[config.mk]
export PLATFORM = sky130hd
export DESIGN_NAME = xlate_cache
export DESIGN_NICKNAME = d
export VERILOG_FILES = /design/src/rtl/xc_pkg.sv /design/src/rtl/xc_match.sv /design/src/rtl/xc_victim.sv /design/src/rtl/xlate_cache.sv
export SDC_FILE = /design/constraint.sdc
export NUM_CORES = 1
export LEC_CHECK = 0
export ABC_AREA = 1
export BUFFER_PORTS_ARGS = -buffer_cell sky130_fd_sc_hd__clkbuf_2
export CORE_AREA = 2 2 299 301
export DETAILED_ROUTE_END_ITERATION = 6
export DIE_AREA = 0 0 301 303
export MAX_ROUTING_LAYER = met4
export PLACE_DENSITY = 0.54
export SLEW_MARGIN = 20
export SYNTH_ARGS = -nofsm -noshare
export SYNTH_HDL_FRONTEND = slang
export SYNTH_SLANG_ARGS = --single-unit
[constraint.sdc]
create_clock -name clk -period 4.4 [get_ports clk]
set_input_delay 0.66 -clock clk [delete_from_list [all_inputs] [get_ports clk]]
set_output_delay 0.66 -clock clk [all_outputs]
set_load 0.02 [all_outputs]
[src/rtl/xc_pkg.sv]
// Package: shared types of the tagged translation buffer.
// Assumes: nothing; holds only the maintenance action encoding.
package xc_pkg;
    typedef enum logic [1:0] {
        MNT_NONE  = 2'd0,
        MNT_FLUSH = 2'd1,
        MNT_INV   = 2'd2,
        MNT_FILL  = 2'd3
    } mnt_e;
endpackage

[src/rtl/xc_match.sv]
// Module: xc_match
// Compares every entry against three keys: the lookup (page and tag), the
// fill (page and current tag) and the invalidate (page only).
// Assumes: at most one valid entry per page/tag pair, kept so by the fill path.
module xc_match #(
    parameter int VPN_W   = 20,
    parameter int TAG_W   = 6,
    parameter int ENTRIES = 8
) (
    input  logic               clk,
    input  logic               rst_n,
    input  logic [ENTRIES-1:0] valid_q,
    input  logic [VPN_W-1:0]   vpn_q [ENTRIES],
    input  logic [TAG_W-1:0]   tag_q [ENTRIES],
    input  logic [VPN_W-1:0]   look_vpn,
    input  logic [TAG_W-1:0]   look_tag,
    input  logic [VPN_W-1:0]   fill_vpn,
    input  logic [VPN_W-1:0]   inv_vpn,
    output logic [ENTRIES-1:0] hit_vec,
    output logic [ENTRIES-1:0] fill_vec,
    output logic [ENTRIES-1:0] inv_vec
);
    for (genvar g = 0; g < ENTRIES; g++) begin : g_cmp
        // Per-entry comparators for the three keys.
        always_comb begin
            hit_vec[g]  = valid_q[g] && (vpn_q[g] == look_vpn) && (tag_q[g] == look_tag);
            fill_vec[g] = valid_q[g] && (vpn_q[g] == fill_vpn) && (tag_q[g] == look_tag);
            inv_vec[g]  = valid_q[g] && (vpn_q[g] == inv_vpn);
        end
    end

    AST_LOOKUP_ONEHOT: assert property (@(posedge clk) disable iff (!rst_n)
        $onehot0(hit_vec));
endmodule

[src/rtl/xc_victim.sv]
// Module: xc_victim
// Round-robin replacement pointer; moves by one on each allocating fill.
// Assumes: advance is asserted only for fills that take a new entry.
module xc_victim #(
    parameter int ENTRIES = 8,
    localparam int IDX_W  = (ENTRIES > 1) ? $clog2(ENTRIES) : 1
) (
    input  logic             clk,
    input  logic             rst_n,
    input  logic             advance,
    output logic [IDX_W-1:0] ptr
);
    localparam logic [IDX_W-1:0] LAST = IDX_W'(ENTRIES - 1);

    // Pointer register with wrap after the last entry.
    always_ff @(posedge clk) begin
        if (!rst_n) begin
            ptr <= '0;
        end else if (advance) begin
            ptr <= (ptr == LAST) ? '0 : ptr + 1'b1;
        end
    end

    AST_RR_STEP: assert property (@(posedge clk) disable iff (!rst_n)
        advance |=> (ptr == (($past(ptr) == LAST) ? '0 : $past(ptr) + 1'b1)));
    AST_RR_HOLD: assert property (@(posedge clk) disable iff (!rst_n)
        !advance |=> $stable(ptr));
endmodule

[src/rtl/xlate_cache.sv]
// Module: xlate_cache (top)
// Fully associative translation buffer with per-process tags. It answers
// lookups one cycle after the request and takes fills, page invalidates
// and flushes.
// Assumes: one maintenance action per cycle is applied (flush > invalidate
// > fill); a lookup sees the state from before that cycle's update.
module xlate_cache #(
    parameter int VPN_W   = 20,
    parameter int OFF_W   = 12,
    parameter int PFN_W   = 20,
    parameter int TAG_W   = 6,
    parameter int ENTRIES = 8
) (
    input  logic                     clk,
    input  logic                     rst_n,
    input  logic                     req_valid,
    input  logic                     req_write,
    input  logic [VPN_W+OFF_W-1:0]   req_vaddr,
    input  logic [TAG_W-1:0]         cur_tag,
    input  logic                     fill_valid,
    input  logic [VPN_W-1:0]         fill_vpn,
    input  logic [PFN_W-1:0]         fill_pfn,
    input  logic                     fill_writable,
    input  logic                     fill_dirty,
    input  logic                     inv_valid,
    input  logic [VPN_W-1:0]         inv_vpn,
    input  logic                     flush,
    output logic                     rsp_hit,
    output logic                     rsp_miss,
    output logic                     rsp_fault,
    output logic                     rsp_dirty,
    output logic [PFN_W+OFF_W-1:0]   rsp_paddr
);
    import xc_pkg::*;

    localparam int VA_W  = VPN_W + OFF_W;
    localparam int IDX_W = (ENTRIES > 1) ? $clog2(ENTRIES) : 1;

    logic [ENTRIES-1:0] valid_q, wr_q, mod_q;
    logic [VPN_W-1:0]   vpn_q [ENTRIES];
    logic [TAG_W-1:0]   tag_q [ENTRIES];
    logic [PFN_W-1:0]   pfn_q [ENTRIES];

    logic [VPN_W-1:0]   look_vpn;
    logic [OFF_W-1:0]   look_off;
    logic [ENTRIES-1:0] hit_vec, fill_vec, inv_vec;
    logic [IDX_W-1:0]   ptr, hit_idx, fill_idx, tgt_idx;
    logic [PFN_W-1:0]   sel_pfn;
    logic               sel_wr, sel_mod, any_hit, fill_hit;
    logic               fault_c, ok_hit_c, adv;
    mnt_e               act;

    // Split the virtual address into page and offset.
    always_comb begin
        look_vpn = req_vaddr[VA_W-1:OFF_W];
        look_off = req_vaddr[OFF_W-1:0];
    end

    xc_match #(.VPN_W(VPN_W), .TAG_W(TAG_W), .ENTRIES(ENTRIES)) u_match (
        .clk      (clk),
        .rst_n    (rst_n),
        .valid_q  (valid_q),
        .vpn_q    (vpn_q),
        .tag_q    (tag_q),
        .look_vpn (look_vpn),
        .look_tag (cur_tag),
        .fill_vpn (fill_vpn),
        .inv_vpn  (inv_vpn),
        .hit_vec  (hit_vec),
        .fill_vec (fill_vec),
        .inv_vec  (inv_vec)
    );

    // Gather the hit entry's fields and the fill target's index.
    always_comb begin
        sel_pfn  = '0;
        sel_wr   = 1'b0;
        sel_mod  = 1'b0;
        hit_idx  = '0;
        fill_idx = '0;
        for (int i = 0; i < ENTRIES; i++) begin
            if (hit_vec[i]) begin
                sel_pfn = sel_pfn | pfn_q[i];
                sel_wr  = sel_wr  | wr_q[i];
                sel_mod = sel_mod | mod_q[i];
                hit_idx = hit_idx | IDX_W'(i);
            end
            if (fill_vec[i]) begin
                fill_idx = fill_idx | IDX_W'(i);
            end
        end
        any_hit  = |hit_vec;
        fill_hit = |fill_vec;
        fault_c  = req_valid && any_hit && req_write && !sel_wr;
        ok_hit_c = req_valid && any_hit && !fault_c;
    end

    // Pick the single maintenance action of this cycle and the fill target.
    always_comb begin
        if (flush)           act = MNT_FLUSH;
        else if (inv_valid)  act = MNT_INV;
        else if (fill_valid) act = MNT_FILL;
        else                 act = MNT_NONE;
        tgt_idx = fill_hit ? fill_idx : ptr;
        adv     = (act == MNT_FILL) && !fill_hit;
    end

    xc_victim #(.ENTRIES(ENTRIES)) u_victim (
        .clk     (clk),
        .rst_n   (rst_n),
        .advance (adv),
        .ptr     (ptr)
    );

    // Registered lookup response, one cycle after the request.
    always_ff @(posedge clk) begin
        if (!rst_n) begin
            rsp_hit   <= 1'b0;
            rsp_miss  <= 1'b0;
            rsp_fault <= 1'b0;
            rsp_dirty <= 1'b0;
            rsp_paddr <= '0;
        end else begin
            rsp_hit   <= ok_hit_c;
            rsp_miss  <= req_valid && !any_hit;
            rsp_fault <= fault_c;
            rsp_dirty <= ok_hit_c && (sel_mod || req_write);
            rsp_paddr <= ok_hit_c ? {sel_pfn, look_off} : '0;
        end
    end

    // Entry storage: modify-flag update, then maintenance (which overrides).
    always_ff @(posedge clk) begin
        if (!rst_n) begin
            valid_q <= '0;
            wr_q    <= '0;
            mod_q   <= '0;
        end else begin
            if (ok_hit_c && req_write) begin
                mod_q[hit_idx] <= 1'b1;
            end
            case (act)
                MNT_FLUSH: valid_q <= '0;
                MNT_INV:   valid_q <= valid_q & ~inv_vec;
                MNT_FILL: begin
                    valid_q[tgt_idx] <= 1'b1;
                    vpn_q[tgt_idx]   <= fill_vpn;
                    tag_q[tgt_idx]   <= cur_tag;
                    pfn_q[tgt_idx]   <= fill_pfn;
                    wr_q[tgt_idx]    <= fill_writable;
                    mod_q[tgt_idx]   <= fill_dirty;
                end
                default: ;
            endcase
        end
    end

    AST_FLUSH_EMPTIES: assert property (@(posedge clk) disable iff (!rst_n)
        flush |=> (valid_q == '0));
    AST_INV_CLEARS: assert property (@(posedge clk) disable iff (!rst_n)
        (inv_valid && !flush) |=> ((valid_q & $past(inv_vec)) == '0));
    AST_RSP_NEEDS_REQ: assert property (@(posedge clk) disable iff (!rst_n)
        (rsp_hit || rsp_miss || rsp_fault) |-> $past(req_valid));
    AST_FAULT_QUIET: assert property (@(posedge clk) disable iff (!rst_n)
        rsp_fault |-> (!rsp_hit && !rsp_dirty && rsp_paddr == '0));
    AST_RESULT_EXCL: assert property (@(posedge clk) disable iff (!rst_n)
        $countones({rsp_hit, rsp_miss, rsp_fault}) <= 1);
endmodule

# Word level (Yosys, flattened, before mapping)
# Memory sizes are Yosys's and may differ from the RTL's.
# Index checks and enable logic that the tools add are counted.
# Widths: inputs -> output; s select.
totals:
  elab_cells: 218
  memories: 1
  ram_bits: 160
  ff_bits: 271
  output_inout_bits: 36
  inputBits: 107
mem_list:
  columns: ["memory", "depth", "word_bits", "rd", "rd_clocked_by_memory_dff", "wr", "line_no", "text"]
  rows:
  - ["pfn_q", 8, 20, 8, 0, 1, "xlate_cache.sv:42", "logic [PFN_W-1:0] pfn_q [ENTRIES];"]
op_classes:
  eq_ne: 36
  order_cmp: 6
  bitwise: 26
  reduce_logical: 61
  mux: 62
  add_sub_neg: 1
op_table:
  columns: ["op", "n"]
  rows:
  - ["$eq 20x20->1", 24]
  - ["$mux 20", 9]
  - ["$bwmux 160", 1]
  - ["$or 20x20->20", 7]
  - ["$demux 20 s3", 1]
  - ["$logic_and 1x1->1", 51]
  - ["$bwmux 48", 1]
  - ["$eq 6x6->1", 8]
  - ["$mux 3", 10]
  - ["$mux 8", 3]
  - ["$pmux 8 s3", 1]
  - ["$mux 1", 23]
  - ["$demux 6 s3", 1]
  - ["$bwmux 8", 2]
  - ["$or 8x8->8", 2]
  - ["$reduce_or 8->1", 2]
  - ["$mux 2", 7]
  - ["$or 1x1->1", 14]
  - ["$and 8x8->8", 1]
  - ["$lt 3x4->1 const B", 2]
  - ["$not 8->8", 1]
  - ["$demux 1 s3", 2]
  - ["$ge 3x1->1 const B", 2]
  - ["$mux 6", 1]
  - ["11 further kinds", 16]

# Depth between registers and ports, before layout
# Gate-level depths: netlist of run 1.
logic_depth:
  depth_word: 27
  depth_mapped: 20
  ltp_nobuf: 19

# By module
# From an unflattened synthesis of run 1, not the netlist that was laid out.
hier_totals:
  hier_cells: 2990
  area_unflattened_um2: 23332.4
modules_own_cells:
  columns: ["module", "area_per_inst_um2", "cells_per_inst", "seq_area_each_um2", "instances"]
  rows:
  - ["xlate_cache", 14477.6, 894, 12251.8, 1]
  - ["xc_match", 8715.9, 2078, 0.0, 1]
  - ["xc_victim", 138.9, 18, 60.1, 1]

# Worst setup path after synthesis of run 1
# OpenSTA, ideal clock, no wires.
synth_timing:
  kind: "input -> register"
  startpoint: "input fill_vpn[19]"
  endpoint: "memory pfn_q[6][0], enable pin"
  setup_time_ns: 0.450
  setup_slack_ns: -0.001
  n_path_buf: 2
  arrival_time_ns: 3.951
  t_required_ns: 3.950
  cell_stages: 16
  cell_sequence: "buf_4 inv_2 buf_6 a21boi_1 nand2_1 nor2_1 nand2_1 nor2_1 nand2_1 nand2_1 nor2_4 nand3_2 nand3_2 nor2_2 inv_2 nor2_1"
synth_via:
  elab_chain_cells: 11
  word_cells_on_any_way: 33
  classes_between: "8 x eq/ne; 8 x mux; 17 x reduce/logical"
synth_lines:
  columns: ["element", "line_no", "text"]
  rows:
  - ["from (decl)", "xlate_cache.sv:21", "input logic [VPN_W-1:0] fill_vpn,"]
  - ["$eq 20x20->1", "xc_match.sv:27", "fill_vec[g] = valid_q[g] && (vpn_q[g] == fill_vpn) && (tag_q[g] == look_tag);"]
  - ["$logic_and 1x1->1 (2 in series)", "xc_match.sv:27", null]
  - ["$mux 1", "xlate_cache.sv:88", "if (fill_vec[i]) begin"]
  - ["$mux 2 (2 in series)", "xlate_cache.sv:88", null]
  - ["$mux 3 (4 in series)", "xlate_cache.sv:88", null]
  - ["$mux 3 *", "xlate_cache.sv:104", "tgt_idx = fill_hit ? fill_idx : ptr;"]
  - ["to (decl)", "xlate_cache.sv:42", null]
# Every way passes the cells marked *; elsewhere a longest branch is shown, timed or not.

==> results of run 1 <==
worst max-delay path, delay by kind of cell:
family,cells,cell delay [ns]
buffers and inverters,4,1.09
and+or+nand+nor,14,1.81
state kept, by name, summed over array words and instances, names as in the netlist:
signal        cells
rsp_dirty         1
mod_q             8
tag_q            48
vpn_q           160
u_victim.ptr      3
wr_q              8
rsp_miss          1
valid_q           8
rsp_fault         1
rsp_hit           1
pfn_q           160
rsp_paddr        32
cells in the final DEF (no fill, tap or decap), types with 9 or more instances in the layout:
cell type | Yosys | final
nand4_1 | 104 | 104
nor2_1 | 314 | 309
inv_2 | 22 | 25
clkinv_1 | 4 | 10
nor4_1 | 16 | 16
clkbuf_2 | 0 | 142
dfxtp_1 | 63 | 63
o21ai_0 | 114 | 114
nand2_1 | 773 | 773
nand3b_1 | 13 | 13
o22ai_1 | 75 | 75
xnor2_1 | 80 | 80
a221oi_1 | 20 | 20
nor3_1 | 48 | 48
o2111ai_1 | 20 | 20
a21oi_1 | 48 | 48
clkbuf_16 | 0 | 53
xor2_1 | 91 | 91
nor2_2 | 9 | 9
a211oi_1 | 14 | 14
buf_12 | 0 | 14
clkbuf_1 | 26 | 17
edfxtp_1 | 368 | 368
inv_1 | 295 | 292
nand3_1 | 92 | 92
buf_4 | 20 | 85
per-layer routing:
metal / vias to the layer above / GRT usage [%] / wire (um)
met5: - / - / 0
met4: 0 / 17.4 / 9010
met3: 403 / 4.34 / 8940
met2: 1143 / 42.0 / 55200
met1: 10536 / 32.0 / 48100
li1: 9660 / - / -
logic make-up after synthesis:
family / after synthesis / synth area share [%]
XOR/XNOR: 171 / 6.35
AO/OA/AOI/OAI: 326 / 8.61
adder cells (fa/ha/maj): 2 / 0.106
buffers and inverters: 418 / 7.45
flip-flops: 431 / 52.2
AND/OR/NAND/NOR: 1404 / 25.3
how the worst min path moves through the flow:
stage          cells after the start            end  slack, ns     startpoint
6_report                           3  rsp_paddr[11]       0.23  req_vaddr[11]
5_1_grt                            3   rsp_paddr[8]       0.22   req_vaddr[8]
4_1_cts                            3  rsp_paddr[11]       0.20  req_vaddr[11]
3_5_place_dp                       2        wr_q[0]       0.44        wr_q[0]
3_3_place_gp                       2        wr_q[0]       0.44        wr_q[0]
2_1_floorplan                      2        wr_q[0]       0.42        wr_q[0]
area by class of cell:
type	count	area (um2)	area share [%]
diodes	4	10.0	0.0359
inverters	326	1240	4.43
repair buffers	241	1630	5.84
multi-input cells	1903	9560	34.2
clock inverters	22	256	0.919
well taps	1165	1460	5.22
clock buffers	74	1450	5.18
flip-flops and latches	431	12300	44.1
power groups by stage:
stage / logic (uW) / registers (uW) / clock network, uW
floorplan: 414 / 4540 / 0
global placement: 909 / 4550 / 0
detailed placement: 898 / 4550 / 0
CTS: 902 / 4460 / 4350
global route: 964 / 4460 / 4500
finish: 938 / 4460 / 4260
stage by stage:
step	hold slack, ns	utilization, %
CTS	0.202	31.7
finish	0.235	31.7
detailed placement	0.442	29.8
global route	0.220	31.7
global placement	0.437	29.8
floorplan	0.424	-
==> flow_summary.yaml, run 1 <==
place:
  place_hpwl_mm: 91.3
  placedCellCount: 4066
  place_ws_ns: 0.449
  place_congestion: 1.10
  placed_area_um2: 26200
  port_buffers: 142
critical_path:
  path_common_cell: "nand2_1"
  startpoint: "fill_vpn[14]"
  r2r-end: "vpn_q[4]"
  startpoint_type: "primary input"
  crit_arrival_ns: 3.63
  cp_max_fo: 46
  r2r_slack_ns: 1.09
  crit_slowest_cell: "clkbuf_2"
  required_ns: 4.67
  rr_worst_depth: 18
  critPathKind: "primary input to flip-flop"
  reg2reg_from: "vpn_q[13]"
  cp_cell_sequence: "clkbuf_2, inv_2, nand2_1, nand2_1, nand2_1, nor2_1, nand2_1, nor2_1, nand2_1, nand2_1, nor2_4, nand3_2, nand2_1, nand2_1, nor2_1, nand2_1, inv_2, buf_12"
  crit_path_end_kind: "flip-flop"
  slowest_delay_ns: 0.50
  crit_end: "vpn_q[4]"
sta:
  maxSlewViolCount: 0
  clock_skew_ns: 0.0492
  setup_slack_ns: 1.03
  rsz0062_at_grt: "false"
  max_freq_mhz: 297
  setup_viol: 0
  worst_slew_pin_slew_ns: 0.803
  slew_headroom_pct: 46.0
  setup_tns_ns: 0
  hold_viol_final: 0
  finalCriticalPeriod_ns: 3.37
  min_period_over_period_pct: 76.5
cells_and_area:
  drive_above_1_share_pct: 13.0
  design_area_um2: 27900
  fill_cells: 9353
  area_delta_synth_final_pct: 18.3
  finalNonFillerCells: 4166
  finalNetCount: 3063
synthesis:
  synth.area.top_cells: "edfxtp_1 47%, nand2_1 12%, dfxtp_1 5.3%"
  postSynthAreaPerCell_um2: 8.57
  yosys.area.top_type_share_pct: 46.8
  synth_async_sr_flop_share_pct: 0
  synth_area_um2: 23600
  synth_edf_count: 368
  synth.largest_area_cell: "edfxtp_1"
  synth_most_common_cell: "nand2_1"
  synth_common_cells: "773 x nand2_1, 368 x edfxtp_1, 314 x nor2_1"
  ys_types: 56
  synth_warnings: 0
  ys_seq_area_share_pct: 52.2
  ys_ff_latch: 431
  synthFlopType: "edfxtp_1"
  synth_nets: 2861
  netlist_instances: 2752
power:
  switching_share_pct: 26.4
  clkPwrFrac_pct: 44.1
  p_comb_share_pct: 9.7
  peakVddDrop_mv: 0.327
  leakagePower_uw: 0.0112
  power.switching_uw: 2550
  p_seq_share_pct: 46.2
  internal_power_uw: 7110
  power_density_nw_per_um2: 346
  total_power_uw: 9660
detailed_routing:
  dr.pass1.iters: 5
  vias: 21742
  wl_per_cell_um: 29.1
  drc_errors: 0
  wl_mm: 121
  detail-route-antenna-nets: 0
  avgViaCountPerCell: 5.22
  drtIter0Drc: 2176
clock_tree:
  cts_sinks: 431
  clk_latency_ns: 0.65
  cts_made_buffers: 51
  htreeDepth: 2
  path_clk_slew_ns: 0.06
  cts_tree: "built"
  postCtsSetupRepairBufs: 0
  postCtsHoldBufs: 0
  cts_root_buf: "clkbuf_16"
  cts_resized: 0
  cts_buffer_depth: 3
global_routing:
  antenna_found_initial: 4
  track_usage_pct: 26.8
  grt_overflow: 0
  grt_pass1_vias: 20980
  grt_max_degree: 47
  grt_pass1_wl_mm: 164
status:
  status: "finished clean"
floorplan:
  ios: 143
  die_x_um: 301
  die_area_um2: 91200
  die_h_um: 303
  row_count: 109
  core_um2: 88000
  initial_core_util_pct: 26.8
hold_path:
  hold_path.class: "primary input to flip-flop"
flow_run:
  maxCapViolations: 0
(Power assumes the default switching activity.)
==> run 2: changes to the inputs <==
--- a/config.mk
+++ b/config.mk
@@ -11,7 +11,7 @@
 export DETAILED_ROUTE_END_ITERATION = 6
 export DIE_AREA = 0 0 301 303
 export MAX_ROUTING_LAYER = met4
-export PLACE_DENSITY = 0.54
+export PLACE_DENSITY = 0.53
 export SLEW_MARGIN = 20
 export SYNTH_ARGS = -nofsm -noshare
 export SYNTH_HDL_FRONTEND = slang
==> constraint.sdc (replaced) <==
create_clock -name clk -period 3.5 [get_ports clk]
set_input_delay 0.525 -clock clk [delete_from_list [all_inputs] [get_ports clk]]
set_output_delay 0.525 -clock clk [all_outputs]
set_load 0.02 [all_outputs]
==> flow_summary.yaml, run 2 (synthesized netlist as in run 1, its figures left out) <==
status:
  status: "finished clean"
sta:
  min_period_over_period_pct: 93.6
  setup_viol: 0
  finalCriticalPeriod_ns: 3.28
  slew_headroom_pct: 46.1
  clock_skew_ns: 0.0518
  rsz0062_at_grt: "false"
  max_freq_mhz: 305
  worst_slew_pin_slew_ns: 0.803
  maxSlewViolCount: 0
  hold_viol_final: 0
critical_path:
  startpoint_type: "flip-flop"
  cp_num_cells: 20
  cp_cell_sequence: "inv_1, nand2_1, nand2_1, inv_1, nand2_1, nor2_1, buf_4, nand2_1, nor2_1, nand2_1, nand2_1, nor2_4, nand3_2, buf_4, nand2_1, nand2_1, nor2_1, nand2_1, inv_2, buf_12"
  crit_path_end_kind: "flip-flop"
  required_ns: 3.80
  critPathKind: "flip-flop to flip-flop"
  cp_max_fo: 26
  slowest_delay_ns: 0.49
  crit_arrival_ns: 3.57
  path_delay_family: "simple AND/OR/NAND/NOR gates"
  crit_slowest_cell: "edfxtp_1"
  path_common_cell: "nand2_1"
  rr_worst_depth: 20
  critPathBufInv: 6
floorplan:
  die_x_um: 301
  ios: 143
  die_area_um2: 91200
  initial_core_util_pct: 26.8
  core_um2: 88000
  die_h_um: 303
  row_count: 109
clock_tree:
  postCtsHoldBufs: 0
  cts_tree: "built"
  path_clk_slew_ns: 0.06
  postCtsSetupRepairBufs: 0
  htreeDepth: 2
  cts_root_buf: "clkbuf_16"
  cts_sinks: 431
  cts_resized: 0
  clk_latency_ns: 0.64
  cts_buffer_depth: 3
  cts_made_buffers: 50
global_routing:
  track_usage_pct: 26.3
  grt_overflow: 0
  grt_max_degree: 30
  grt_pass1_vias: 21470
  grt_pass1_wl_mm: 162
  antenna_found_initial: 1
hold_path:
  worstHoldPathCells: 3
  hold_path.class: "primary input to flip-flop"
place:
  place_hpwl_mm: 93.3
  place_congestion: 1.09
  port_buffers: 142
  placed_area_um2: 27400
  placedCellCount: 4182
cells_and_area:
  design_area_um2: 29000
  reg_top3: "pfn_q (160), vpn_q (160), tag_q (48)"
  final_common_cell: "nand2_1"
  finalNonFillerCells: 4276
  area_delta_synth_final_pct: 23.0
  finalNetCount: 3178
  fill_cells: 9277
  drive_above_1_share_pct: 16.3
  final_cell_mix: "773 x nand2_1, 368 x edfxtp_1, 309 x nor2_1, 292 x inv_1, 178 x buf_4"
detailed_routing:
  drtIter0Drc: 2378
  wl_met2_mm: 54.6
  vias: 22253
  wl_met3_mm: 8.29
  detail-route-antenna-nets: 0
  drc_errors: 0
  wl_mm: 119
  dr.pass1.iters: 6
  wl_per_cell_um: 27.7
  wl_met1_mm: 48.0
  routed.top_layer: "met4"
  avgViaCountPerCell: 5.20
power:
  power_density_nw_per_um2: 417
  total_power_uw: 12100
  peakVddDrop_mv: 0.416
  leakagePower_uw: 0.0118
flow_run:
  maxCapViolations: 0
## run 2: cell types whose count changed in the layout (fill, tap and decap cells not counted), sizes merged
cell	before	now
buf	99	215
clkbuf	216	210
diode	4	1
clkinv	22	24
clkinvlp	1	2
## run 2: final cells by class
type                       instances  area, um2  area share [%]
multi-input combinational       1903       9560            32.9
clock buffer                      68       1400            4.82
timing repair buffer             357       2790            9.61
inverter                         326       1240            4.26
clock inverter                    25        265           0.914
sequential                       431      12300            42.4
tap                             1165       1460            5.02
antenna                            1       2.50         0.00862
## run 2: path summary, 6_finish.rpt
| check | startpoint | end | slack [ns] |
|---|---|---|---|
| worst max-delay path | vpn_q[9] | tag_q[0] | 0.22 |
| worst min-delay path | req_vaddr[11] | rsp_paddr[11] | 0.07 |
| worst max register to register | vpn_q[9] | tag_q[0] | 0.22 |
| worst min register to register | wr_q[0] | wr_q[0] | 0.46 |
## run 2: metal layers
metal  vias to the layer above  global-route usage [%]
met5                         -                       -
met4                         0                    14.7
met3                       367                    3.68
met2                      1135                    41.7
met1                     10856                    32.4
li1                       9895                       -
## run 2: power by group
group	switching, uW	total, uW	internal, uW	leakage (uW)
Sequential	17.1	5610	5590	0.00382
Combinational	874	1230	358	0.00718
Clock	2270	5250	2980	0.000804
Total	3160	12100	8930	0.0118
## run 2: worst reg2reg max path, delay by kind of cell, from the launching register on
family	cells	cell delay (ns)
simple gates	14	1.59
flops	1	0.49
buf+inv	6	0.83
## run 2: metrics by stage
stage | utilization [%] | hold slack, ns | setup slack (ns) | TNS (ns)
2_1_floorplan | - | 0.424 | 0.0170 | 0
3_3_place_gp | 31.1 | 0.436 | 0.00420 | 0
3_5_place_dp | 31.1 | 0.442 | -0.0178 | -0.280
4_1_cts | 33.0 | 0.0401 | 0.317 | 0
5_1_grt | 33.0 | 0.0818 | 0.0389 | 0
6_report | 33.0 | 0.0725 | 0.223 | 0
